### config.mk
export PLATFORM = sky130hd
export DESIGN_NAME = rx_line_status
export DESIGN_NICKNAME = d
export VERILOG_FILES = /design/src/rtl/rx_line_status.sv
export SDC_FILE = /design/constraint.sdc
export NUM_CORES = 1
export LEC_CHECK = 0
export BUFFER_PORTS_ARGS = -buffer_cell sky130_fd_sc_hd__buf_2
export CAP_MARGIN = 20
export CORE_AREA = 4 4 120 122
export DETAILED_ROUTE_END_ITERATION = 10
export DIE_AREA = 0 0 124 126
export GPL_TIMING_DRIVEN = 0
export PLACE_DENSITY = 0.76
export SLEW_MARGIN = 25
export SYNTH_ARGS = -nofsm -noshare
export SYNTH_HDL_FRONTEND = slang
export SYNTH_SLANG_ARGS = --single-unit
export TNS_END_PERCENT = 1
### constraint.sdc
create_clock -name clk -period 8.27 [get_ports clk]
set_input_delay 1.2405 -clock clk [delete_from_list [all_inputs] [get_ports clk]]
set_output_delay 1.2405 -clock clk [all_outputs]
set_load 0.005 [all_outputs]
### src/rtl/rx_line_status.sv
module rx_line_status #(
  parameter int DATA_W = 8,
  parameter int DEPTH  = 16
) (
  input  logic              clk,
  input  logic              rst_n,
  input  logic              fifo_mode,
  input  logic              rx_valid,
  input  logic [DATA_W-1:0] rx_data,
  input  logic              rx_frame_err,
  input  logic              rx_parity_err,
  input  logic              rd_en,
  input  logic              rd_addr,
  output logic [((DATA_W > 8) ? DATA_W : 8)-1:0] rd_data,
  output logic              data_ready,
  output logic              overrun,
  output logic              parity_err,
  output logic              frame_err
);
  localparam int PW   = (DEPTH > 1) ? $clog2(DEPTH) : 1;
  localparam int CW   = $clog2(DEPTH + 1);
  localparam int RD_W = (DATA_W > 8) ? DATA_W : 8;

  logic              mode_q;
  logic [DATA_W-1:0] mem_d [DEPTH];
  logic [DEPTH-1:0]  mem_fe, mem_pe;
  logic [PW-1:0]     wp, rp;
  logic [CW-1:0]     cnt;
  logic              ack_q;
  logic [DATA_W-1:0] hold_d;
  logic              hold_full, s_fe, s_pe, ov_q;

  wire flush    = fifo_mode != mode_q;
  wire rd_dat   = rd_en && !rd_addr;
  wire rd_stat  = rd_en && rd_addr;
  wire q_empty  = cnt == '0;
  wire q_full   = cnt == CW'(DEPTH);
  wire q_pop    = !flush && mode_q && rd_dat && !q_empty;
  wire q_push   = !flush && mode_q && rx_valid && (!q_full || q_pop);
  wire q_ovr    = !flush && mode_q && rx_valid && q_full && !q_pop;
  wire h_pop    = !flush && !mode_q && rd_dat && hold_full;
  wire h_load   = !flush && !mode_q && rx_valid;
  wire h_ovr    = h_load && hold_full && !h_pop;
  wire new_head = q_pop || (q_push && q_empty);

  function automatic logic [PW-1:0] nxt(input logic [PW-1:0] p);
    return (p == PW'(DEPTH - 1)) ? '0 : p + 1'b1;
  endfunction

  always_ff @(posedge clk) begin
    if (q_push) begin
      mem_d[wp]  <= rx_data;
      mem_fe[wp] <= rx_frame_err;
      mem_pe[wp] <= rx_parity_err;
    end
  end

  always_ff @(posedge clk or negedge rst_n) begin
    if (!rst_n) begin
      mode_q <= 1'b0;
      wp <= '0;
      rp <= '0;
      cnt <= '0;
      ack_q <= 1'b0;
      hold_d <= '0;
      hold_full <= 1'b0;
      s_fe <= 1'b0;
      s_pe <= 1'b0;
      ov_q <= 1'b0;
    end else if (flush) begin
      mode_q <= fifo_mode;
      wp <= '0;
      rp <= '0;
      cnt <= '0;
      ack_q <= 1'b0;
      hold_full <= 1'b0;
      s_fe <= 1'b0;
      s_pe <= 1'b0;
      ov_q <= 1'b0;
    end else begin
      if (q_push) wp <= nxt(wp);
      if (q_pop)  rp <= nxt(rp);
      if (q_push && !q_pop)      cnt <= cnt + 1'b1;
      else if (q_pop && !q_push) cnt <= cnt - 1'b1;

      if (new_head)     ack_q <= 1'b0;
      else if (rd_stat) ack_q <= 1'b1;

      if (h_load) begin
        hold_d <= rx_data;
        hold_full <= 1'b1;
      end else if (h_pop) begin
        hold_full <= 1'b0;
      end

      if (h_load && rx_frame_err)  s_fe <= 1'b1;
      else if (rd_stat)            s_fe <= 1'b0;
      if (h_load && rx_parity_err) s_pe <= 1'b1;
      else if (rd_stat)            s_pe <= 1'b0;

      if (h_ovr || q_ovr) ov_q <= 1'b1;
      else if (rd_stat)   ov_q <= 1'b0;
    end
  end

  wire [DATA_W-1:0] head = mode_q ? mem_d[rp] : hold_d;

  assign data_ready = mode_q ? !q_empty : hold_full;
  assign frame_err  = mode_q ? (!q_empty && mem_fe[rp] && !ack_q) : s_fe;
  assign parity_err = mode_q ? (!q_empty && mem_pe[rp] && !ack_q) : s_pe;
  assign overrun    = ov_q;

  wire [7:0] status = {4'b0000, frame_err, parity_err, overrun, data_ready};

  assign rd_data = rd_addr    ? RD_W'(status) :
                   data_ready ? RD_W'(head)   : '0;
endmodule


# Word-level counts from Yosys, hierarchy flattened

Memories as Yosys holds them, arrays and structs flattened.
Cells that the tools add are included.
W data, S select, Z words.

Register bits: 59
Bits in latches: 0
Bits in writable memories: 128
ROM bits: 0
Bits of input ports: 16
Output and inout port bits: 12
Word-level logic and storage cells: 110
Memories kept: 1

Memories:

| name  | words | bits a word | rd ports | clocked after Yosys merged registers in | wr ports | RTL line | text |
|---|---|---|---|---|---|---|---|
| mem_d | 16    | 8           | 1        | 0                                       | 1        | 25       | `logic [DATA_W-1:0] mem_d [DEPTH];` |

Add/sub/neg operators: 4
Multiply operators: 0
Divide/modulo/power cells: 0
$lt $le $gt $ge: 3
Equality and inequality tests: 4
Shift operators: 0
Multiplexer cells: 38
Bitwise operators: 1
Reduce and logical (&&, ||, !) cells: 47

Operators with widths:

| cell                  | count |
|---|---|
| $bwmux W16            | 2 |
| $logic_and A1 B1 Y1   | 25 |
| $mux W4               | 6 |
| $mux W8               | 3 |
| $mux W1               | 21 |
| $reduce_bool A3 Y1    | 6 |
| $mux W5               | 3 |
| $lt A4 B5 Y1 const B  | 2 |
| $logic_not A1 Y1      | 9 |
| $add A4 B1 Y4 const B | 2 |
| $bmux W1 S4           | 2 |
| $eq A4 B4 Y1 const B  | 2 |
| $add A5 B1 Y5 const B | 1 |
| $eq A5 B5 Y1 const B  | 1 |
| $logic_not A5 Y1      | 1 |
| $sub A5 B1 Y5 const B | 1 |
| $demux W1 S4          | 1 |
| $ge A4 B1 Y1 const B  | 1 |
| $reduce_bool A2 Y1    | 2 |
| $logic_or A1 B1 Y1    | 3 |
| $reduce_and A2 Y1     | 1 |
| $ne A1 B1 Y1          | 1 |
| $not A1 Y1            | 1 |

# Depth between registers and ports, before layout

Gate-level depths: netlist of the first run.

Depth in word-level cells: 12
Mapped depth: 10
Mapped depth without buffers: 9

# Worst setup path after synthesis of the first run

No wires, ideal clock.

Kind: input to register
Start point: input port fifo_mode
End point: memory mem_d[3][0], enable pin
Setup time: 0.390 ns
Arrival time: 2.950 ns
Data required time: 7.880 ns
Slack: 4.930 ns
Cell stages on the path: 6
Path buffers: 1
Cells stage by stage: ha_1 > nand2_1 > a31oi_1 > buf_2 > nand2_1 > nor3_1

Longest elaborated chain between the ends: 9
Elaborated cells between the ends (all ways): 10
Those cells by class: eq/ne: 1; mux: 2; reduce/logical: 7

Ends and longest elaborated chain:

| item                              | RTL line | text |
|---|---|---|
| from (decl)                       | 7        | `input logic fifo_mode,` |
| $ne A1 B1 Y1 (*)                  | 33       | `wire flush = fifo_mode != mode_q;` |
| $logic_not A1 Y1 (*)              | 38, 39   |  |
| $logic_and A1 B1 Y1 (*)           | 38, 39   |  |
| $logic_and A1 B1 Y1 (2 in series) | 38       | `wire q_pop = !flush && mode_q && rd_dat && !q_empty;` |
| $logic_or A1 B1 Y1                | 39       | `wire q_push = !flush && mode_q && rx_valid && (!q_full \|\| q_pop);` |
| $logic_and A1 B1 Y1 (*)           | 39       |  |
| $mux W1 (*)                       | 51       | `if (q_push) begin` |
| $mux W1 (implied by the code) (*) | 52       | `mem_d[wp] <= rx_data;` |
| to (decl)                         | 25       |  |

Mark *: on every way between the ends. The rest lies on a longest branch, timed or not.

# Worst setup path in the final report of the first run

Start point: register rp[1]
End point: output port rd_data[1] (netlist name)

Longest elaborated chain between the ends: 4

Ends and longest elaborated chain:

| item                   | RTL line | text |
|---|---|---|
| from (decl)            | 27       | `logic [PW-1:0] wp, rp;` |
| from (signal assigned) | 82       | `if (q_pop) rp <= nxt(rp);` |
| $mem_v2 Z16 W8         | --       |  |
| $mux W8                | 106      | `wire [DATA_W-1:0] head = mode_q ? mem_d[rp] : hold_d;` |
| $mux W8                | 116      | `data_ready ? RD_W'(head) : '0;` |
| $mux W8                | 115      | `assign rd_data = rd_addr ? RD_W'(status) :` |
| to (decl)              | 14       | `output logic [((DATA_W > 8) ? DATA_W : 8)-1:0] rd_data,` |

No other way between the ends.

==> metrics.cfg, run 1 <==
[power]
clkPwrFrac_pct=35.1
power_frac_seq_pct=47.2
p_int_mw=1.732
p_leak_nw=3.002
ir_worst_vdd_mv=0.1521
p_comb_share_pct=17.7
p_per_area_mw_per_mm2=263.4
swShare_pct=26.12
switchingPower_uw=612.4
finalPower_mw=2.344

[global_routing]
antenna_found_initial=0
gr-total-overflow=0
grtUsageTotal_pct=22.22
grt_max_degree=28
grt_pass1_wl_um=25010
grt_pass1_vias=4339

[timing]
hold_slack_ns=0.5092
finalCriticalPeriod_ns=4.049
slew_violations=0
layout_setup_ws_ns=4.221
rsz0062_at_grt=no
final-hold-violation-count=0
fin_crit_sh_pct=48.96
max-slew-margin-rel_pct=34.44
finalSetupViolCount=0
fin_skew_ns=0.008201
fin_setup_tns_ns=0
max_freq_mhz=247.0
tightestPinTransition_ns=0.9797

[detailed_routing]
final_antenna_net_count=0
finalWirelength_um=16120
vias=4297
highest_layer=met4
wl_met1_um=6588
wl_met2_um=8263
viasPerCell=6.237
met3_length_um=986
drcViolationCount=0
wl_per_cell_um=23.39
drt_iter0_markers=525
first_pass_iters=4

[floorplanning]
dieArea_mm2=0.01562
die_w_um=124
core_area_mm2=0.01319
initial_core_util_pct=59.69
fp.dieH_um=126
io-pin-count=28
rows=42

[synth]
seq_area_frac_synth_pct=69.61
synth_top_family_by_area=multiplexers
synth_nets=478
synth.area.top_cells=edfxtp_1, dfrtp_1, mux4_2
synth_mux_area_share_pct=14.24
yosys.area.top_type=edfxtp_1
yosys.area_share.adder_pct=2.003
synth_xor_area_share_pct=0.5563
synth-seq-cells=187
synth.avg_cell_area_um2=17.49
synth_compound_area_share_pct=6.087
yosysWarnings=0
synthSimpleGateAreaFrac_pct=5.292
synth_top_area_share_pct=61.03
synth_cell_types=47
syn_inst=450
synth_area_mm2=0.007873

[layout]
drive_gt1_share_pct=25.15
utilization_pct=67.48
syn_to_final_growth_pct=13.06
nets=528
fin_cells=689
design_area_mm2=0.008901
n_antenna_cell=0

[job]
max_cap_violations=0

[hold_path]
hold-path-cell-count=1
hp-start=hold_d[3]$_DFFE_PN0P_
hold-path-endpoint=hold_d[3]$_DFFE_PN0P_
min-delay-path-class=reg2reg

[cts]
clk_pin_slew_ns=0.06
cts-root-buf=clkbuf_16
cts_hold_buf=0
clock-sinks=187
cts_tree=done
cts_setup_buffers=0
ctsResizeCount=0
cts.path.max_buffers=2
numCtsBuffers=17
h-tree-depth=4
clock_latency_ns=0.43

[place]
place_inst=657
post-place-ws_ns=4.475
place_hpwl_um=10220
postPlaceCellArea_mm2=0.008290
gp_congestion=0.8516
portBuffers=27

[status]
run_status=completed

[critical_path]
critPathMaxStageDelay_ns=0.57
crit_required_ns=7.03
crit_buf_inv=3
cp-end-kind=output port
cp_top_family=buffers and inverters
slowest_stage=buf_1
crit_fanout=10
rr_worst_depth=9
crit_arrival_ns=2.81
r2r_slack_ns=5.29
crit_type=reg2out
timing.rr.start=cnt[1]$_DFFE_PN0P_
cp-start-kind=register
crit_chain=buf_2 > buf_1 > mux4_2 > a22oi_1 > a21oi_1 > a21oi_1 > o21ai_1 > buf_2
worstReg2RegEnd=cnt[4]$_DFFE_PN0P_

-- worst reg2reg max path, cell delays in order (launching register included) --
cell and delay [ns]:
dfrtp_1 0.45, or4_1 0.52, buf_2 0.17, o211ai_4 0.36, nand2_1 0.27, fa_1 0.46, a21o_1 0.20, a21oi_1 0.18
xor2_1 0.17, o31ai_1 0.08
-- logic make-up after synthesis --
kind of cell | after synthesis
adders and majority gates | 12
buffers and inverters | 32
and+or+nand+nor | 90
DFF | 187
AOI/OAI and AO/OA | 63
muxes | 61
xor gates and xnor gates | 5
-- synthesized netlist by cell type, drive strengths merged --
| cell | instances |
|---|---|
| a2111oi | 1 |
| a211oi | 2 |
| a21o | 2 |
| a21oi | 17 |
| a221oi | 4 |
| a22o | 6 |
| a22oi | 2 |
| a2bb2oi | 1 |
| a31o | 2 |
| a31oi | 2 |
| and2 | 1 |
| and3 | 1 |
| buf | 14 |
| clkbuf | 10 |
| dfrtp | 27 |
| edfxtp | 160 |
| fa | 1 |
| ha | 11 |
| inv | 8 |
| mux2 | 8 |
| mux2i | 16 |
| mux4 | 37 |
| nand2 | 30 |
| nand2b | 6 |
| nand3 | 4 |
| nor2 | 29 |
| nor2b | 3 |
| nor3 | 8 |
| nor4 | 1 |
| o211ai | 1 |
| o21ai | 5 |
| o22ai | 7 |
| o2bb2ai | 3 |
| o31ai | 6 |
| o32ai | 2 |
| or3b | 1 |
| or4 | 6 |
| xnor2 | 3 |
| xor2 | 2 |
-- power groups by stage --
stage | Combinational, mW | Clock, mW | Sequential, mW
2_1_floorplan | 0.295 | 0 | 1.12
3_3_place_gp | 0.394 | 0 | 1.12
3_5_place_dp | 0.409 | 0 | 1.13
4_1_cts | 0.414 | 0.830 | 1.11
5_1_grt | 0.460 | 0.877 | 1.11
6_report | 0.414 | 0.824 | 1.11
-- metal layers --
| layer | up-vias | GRT usage, % |
|---|---|---|
| met5 | - | 0 |
| met4 | 0 | 7.474 |
| met3 | 24 | 4.664 |
| met2 | 158 | 35.92 |
| met1 | 2219 | 30.41 |
| li1 | 1896 | - |
-- cell usage in the layout, fill, tap and decap left out, drive strengths merged, types with 5 or more instances in the layout --
master  Yosys  layout
o31ai       6       6
o22ai       7       7
clkinv      0       5
a22o        6       6
nand2      30      30
dfrtp      27      27
or4         6       6
mux2i      16      16
clkbuf     10      29
nand2b      6       6
mux2        8       8
nor3        8       8
inv         8      13
o21ai       5       5
buf        14      45
edfxtp    160     160
ha         11      11
mux4       37      37
nor2       29      29
a21oi      17      17
-- area by class of cell --
class                      instances  area, um2
fill                             862       4289
sequential                       187       5480
clock inverter                    13      162.7
clock buffer                      19      432.9
multi-input combinational        231       2266
buffer                            24      143.9
inverter                           8      30.03
timing repair buffer              31      165.2
tap                              176      220.2
-- flip-flops by register name, summed over array words and instances, names as in the netlist --
name and flops:
rp 4, mem_d 128, s_fe 1, ack_q 1, mem_pe 16, mode_q 1
overrun 1, wp 4, hold_d 8, hold_full 1, mem_fe 16, cnt 5
s_pe 1
-- worst max-delay path by stage --
stage                                  from               endpoint  slack [ns]  cells after the start
after floorplan                   fifo_mode  mem_d[3][0]$_DFFE_PP_        4.93                      6
after global placement            fifo_mode  mem_d[3][1]$_DFFE_PP_        4.08                      7
after detailed placement          fifo_mode  mem_d[7][5]$_DFFE_PP_        4.47                      7
after CTS                 rp[1]$_DFFE_PN0P_             rd_data[1]        4.22                      8
after global routing      rp[1]$_DFFE_PN0P_             rd_data[1]        4.06                      8
final                     rp[1]$_DFFE_PN0P_             rd_data[1]        4.22                      8
Power figures use the tool's default switching activity.
==> run 2, diff against run 1 <==
--- a/config.mk
+++ b/config.mk
@@ -5,11 +5,12 @@
 export SDC_FILE = /design/constraint.sdc
 export NUM_CORES = 1
 export LEC_CHECK = 0
+export ABC_AREA = 1
 export BUFFER_PORTS_ARGS = -buffer_cell sky130_fd_sc_hd__buf_2
 export CAP_MARGIN = 20
-export CORE_AREA = 4 4 120 122
+export CORE_AREA = 4 4 123 125
 export DETAILED_ROUTE_END_ITERATION = 10
-export DIE_AREA = 0 0 124 126
+export DIE_AREA = 0 0 127 129
 export GPL_TIMING_DRIVEN = 0
 export PLACE_DENSITY = 0.76
 export SLEW_MARGIN = 25
==> constraint.sdc (replaced) <==
create_clock -name clk -period 4.1 [get_ports clk]
set_input_delay 0.615 -clock clk [delete_from_list [all_inputs] [get_ports clk]]
set_output_delay 0.615 -clock clk [all_outputs]
set_load 0.005 [all_outputs]
==> metrics.cfg, run 2 <==
[timing]
finalCriticalPeriod_ns=2.991
tightestPinTransition_ns=1.122  ; +0.1423 ns
fin_skew_ns=0.009275  ; +0.001074 ns
final-hold-violation-count=0  ; unchanged
finalSetupViolCount=0  ; unchanged
fin_setup_tns_ns=0  ; unchanged
fin_crit_sh_pct=72.95
layout_setup_ws_ns=1.109  ; -3.112 ns
max-slew-margin-rel_pct=24.93  ; -9.5 points
slew_violations=0  ; unchanged
rsz0062_at_grt=no
hold_slack_ns=0.2056  ; -0.3036 ns
max_freq_mhz=334.4

[place]
post-place-ws_ns=1.187  ; -3.288 ns
place_inst=953  ; +45%
place_hpwl_um=13290  ; +30%
gp_congestion=0.8860  ; +4.0%
portBuffers=27  ; unchanged
postPlaceCellArea_mm2=0.008613  ; +3.9%

[detailed_routing]
final_antenna_net_count=0  ; unchanged
vias=5924  ; +38%
wl_per_cell_um=21.18  ; -9.5%
drt_iter0_markers=835  ; +59%
finalWirelength_um=20860  ; +29%
first_pass_iters=6  ; +2
drcViolationCount=0  ; unchanged
viasPerCell=6.014  ; -3.6%

[layout]
top_register=mem_d
top_regs=mem_d: 128 flops, mem_fe: 16 flops, mem_pe: 16 flops
nets=820  ; +55%
n_antenna_cell=0  ; unchanged
layout_commonest_cell=nand2_1
fin_cells=985  ; +43%
largest_reg_flops=128  ; unchanged
syn_to_final_growth_pct=12.45
final_cell_mix=nand2_1, edfxtp_1, nor2_1
drive_gt1_share_pct=14.91  ; -10 points
design_area_mm2=0.009278  ; +4.2%

[cts]
cts_setup_buffers=0  ; unchanged
cts_tree=done
numCtsBuffers=17  ; unchanged
h-tree-depth=4  ; unchanged
ctsResizeCount=0  ; unchanged
clock_latency_ns=0.44  ; about the same
clock-sinks=187  ; unchanged
cts_hold_buf=0  ; unchanged
cts-root-buf=clkbuf_16
clk_pin_slew_ns=0.07  ; about the same
cts.path.max_buffers=2  ; unchanged

[synth]
synth_edf_count=160  ; unchanged
synth_compound_area_share_pct=8.265  ; +2.2 points
synth.area.top_cells=edfxtp_1, dfrtp_1, nand2_1
synth_mux_area_share_pct=1.092  ; -13 points
yosys.area.top_type=edfxtp_1
ys_top_cells_by_count=nand2_1, edfxtp_1, nor2_1
seq_area_frac_synth_pct=66.42  ; -3.2 points
synth_top_family_by_area=simple AND/OR/NAND/NOR gates
synth_nets=774  ; +62%
yosys.area_share.adder_pct=1.911  ; -0.092 points
synth.avg_cell_area_um2=11.06  ; -37%
synth-main-ff-cell=edfxtp_1
synthSimpleGateAreaFrac_pct=16.04  ; +11 points
syn_inst=746  ; +66%
synth_area_mm2=0.008250  ; +4.8%
synth.most_common_cell=nand2_1
synth_top_area_share_pct=58.23  ; -2.8 points
synth_xor_area_share_pct=0.3185  ; -0.24 points
async_reset_ff_share_pct=14.44  ; unchanged
yosysWarnings=0  ; unchanged
synth_cell_types=34  ; -28%
synth-seq-cells=187  ; unchanged

[job]
max_cap_violations=0  ; unchanged

[global_routing]
grtUsageTotal_pct=26.58  ; +4.4 points
grt_busiest_layer=met2
grt_pass1_wl_um=32110  ; +28%
antenna_found_initial=0  ; unchanged
met3_usage_pct=4.981  ; +0.32 points
gr-total-overflow=0  ; unchanged
grt_pass1_vias=5881  ; +36%
grt_use_met1_pct=34.90  ; +4.5 points
met2_usage_pct=43.28  ; +7.4 points
grt_max_degree=28  ; unchanged

[power]
p_per_area_mw_per_mm2=540.2  ; +110%
ir_worst_vdd_mv=0.4022  ; +160%
p_leak_nw=3.636  ; +21%

[critical_path]
rr_worst_depth=8  ; -1
crit_type=reg2out
cp-end-kind=output port
cp-start-kind=register
crit_fanout=10  ; unchanged
crit_required_ns=3.48  ; -3.55 ns
crit_arrival_ns=2.38  ; -0.43 ns

[floorplanning]
initial_core_util_pct=59.44  ; -0.25 points
dieArea_mm2=0.01638  ; +4.9%
fp.dieH_um=129  ; +2.4%
core_area_mm2=0.01388  ; +5.2%
rows=43  ; +2.4%
die_w_um=127  ; +2.4%
io-pin-count=28  ; unchanged

[status]
run_status=completed

[hold_path]
min-delay-path-class=in2async

==> run 2: kinds of logic (layout without fill, tap and decap cells) <==
logic type	Yosys count	in the layout
AOI/OAI and AO/OA	117	117
xor gates and xnor gates	3	3
and+or+nand+nor	323	323
buffers and inverters	96	155
DFF	187	187
adders and majority gates	12	12
muxes	8	8
==> run 2: path summary, 6_finish.rpt <==
check / start / endpoint / slack [ns]
worst min-delay path: rst_n / wp[0]$_DFFE_PN0P_ / 0.21
worst min register to register: hold_d[4]$_DFFE_PN0P_ / hold_d[4]$_DFFE_PN0P_ / 0.51
worst max-delay path: mode_q$_DFFE_PN0N_ / rd_data[5] / 1.11
worst max register to register: cnt[0]$_DFFE_PN0P_ / mem_pe[8]$_DFFE_PP_ / 1.49
max in group asynchronous: rst_n / cnt[1]$_DFFE_PN0P_ / 3.45
min in group clk: fifo_mode / mode_q$_DFFE_PN0N_ / 0.47
==> run 2: through the flow <==
stage          power, mW  utilization, %
2_1_floorplan      2.907               -
3_3_place_gp       3.193           62.03
3_5_place_dp       3.238           62.05
4_1_cts            4.997           66.62
5_1_grt            5.193           66.84
6_report           5.012           66.84
==> run 2: routing by layer <==
| layer | share of wire (%) | up-vias | wire (um) |
|---|---|---|---|
| met5 | 0 | - | 0 |
| met4 | 3.8 | 0 | 786 |
| met3 | 8.3 | 61 | 1726 |
| met2 | 49 | 342 | 10180 |
| met1 | 39 | 2870 | 8170 |
| li1 | - | 2651 | - |
==> run 2: cell type report <==
cell class,instances,area [um2]
clock inverters,12,197.7
inverters,62,235.2
repair buffers,27,135.1
multi-input cells,463,2312
clock buffers,20,436.7
well taps,180,225.2
fillers,1050,4603
plain buffers,34,255.2
flip-flops and latches,187,5480
==> run 2: critical path, cell delays in order, from the launching register on <==
cell and delay, ns:
dfrtp_1 0.36, clkbuf_1 0.39, clkbuf_1 0.50, o211ai_1 0.25
a21oi_1 0.27, buf_2 0.17
==> run 2: power by group <==
group / leakage (nW) / internal, mW / total, mW / switching, mW
Sequential: 1.79 / 2.17 / 2.23 / 0.0669
Combinational: 1.54 / 0.342 / 0.994 / 0.652
Clock: 0.304 / 1.08 / 1.78 / 0.705
Total: 3.64 / 3.59 / 5.01 / 1.42
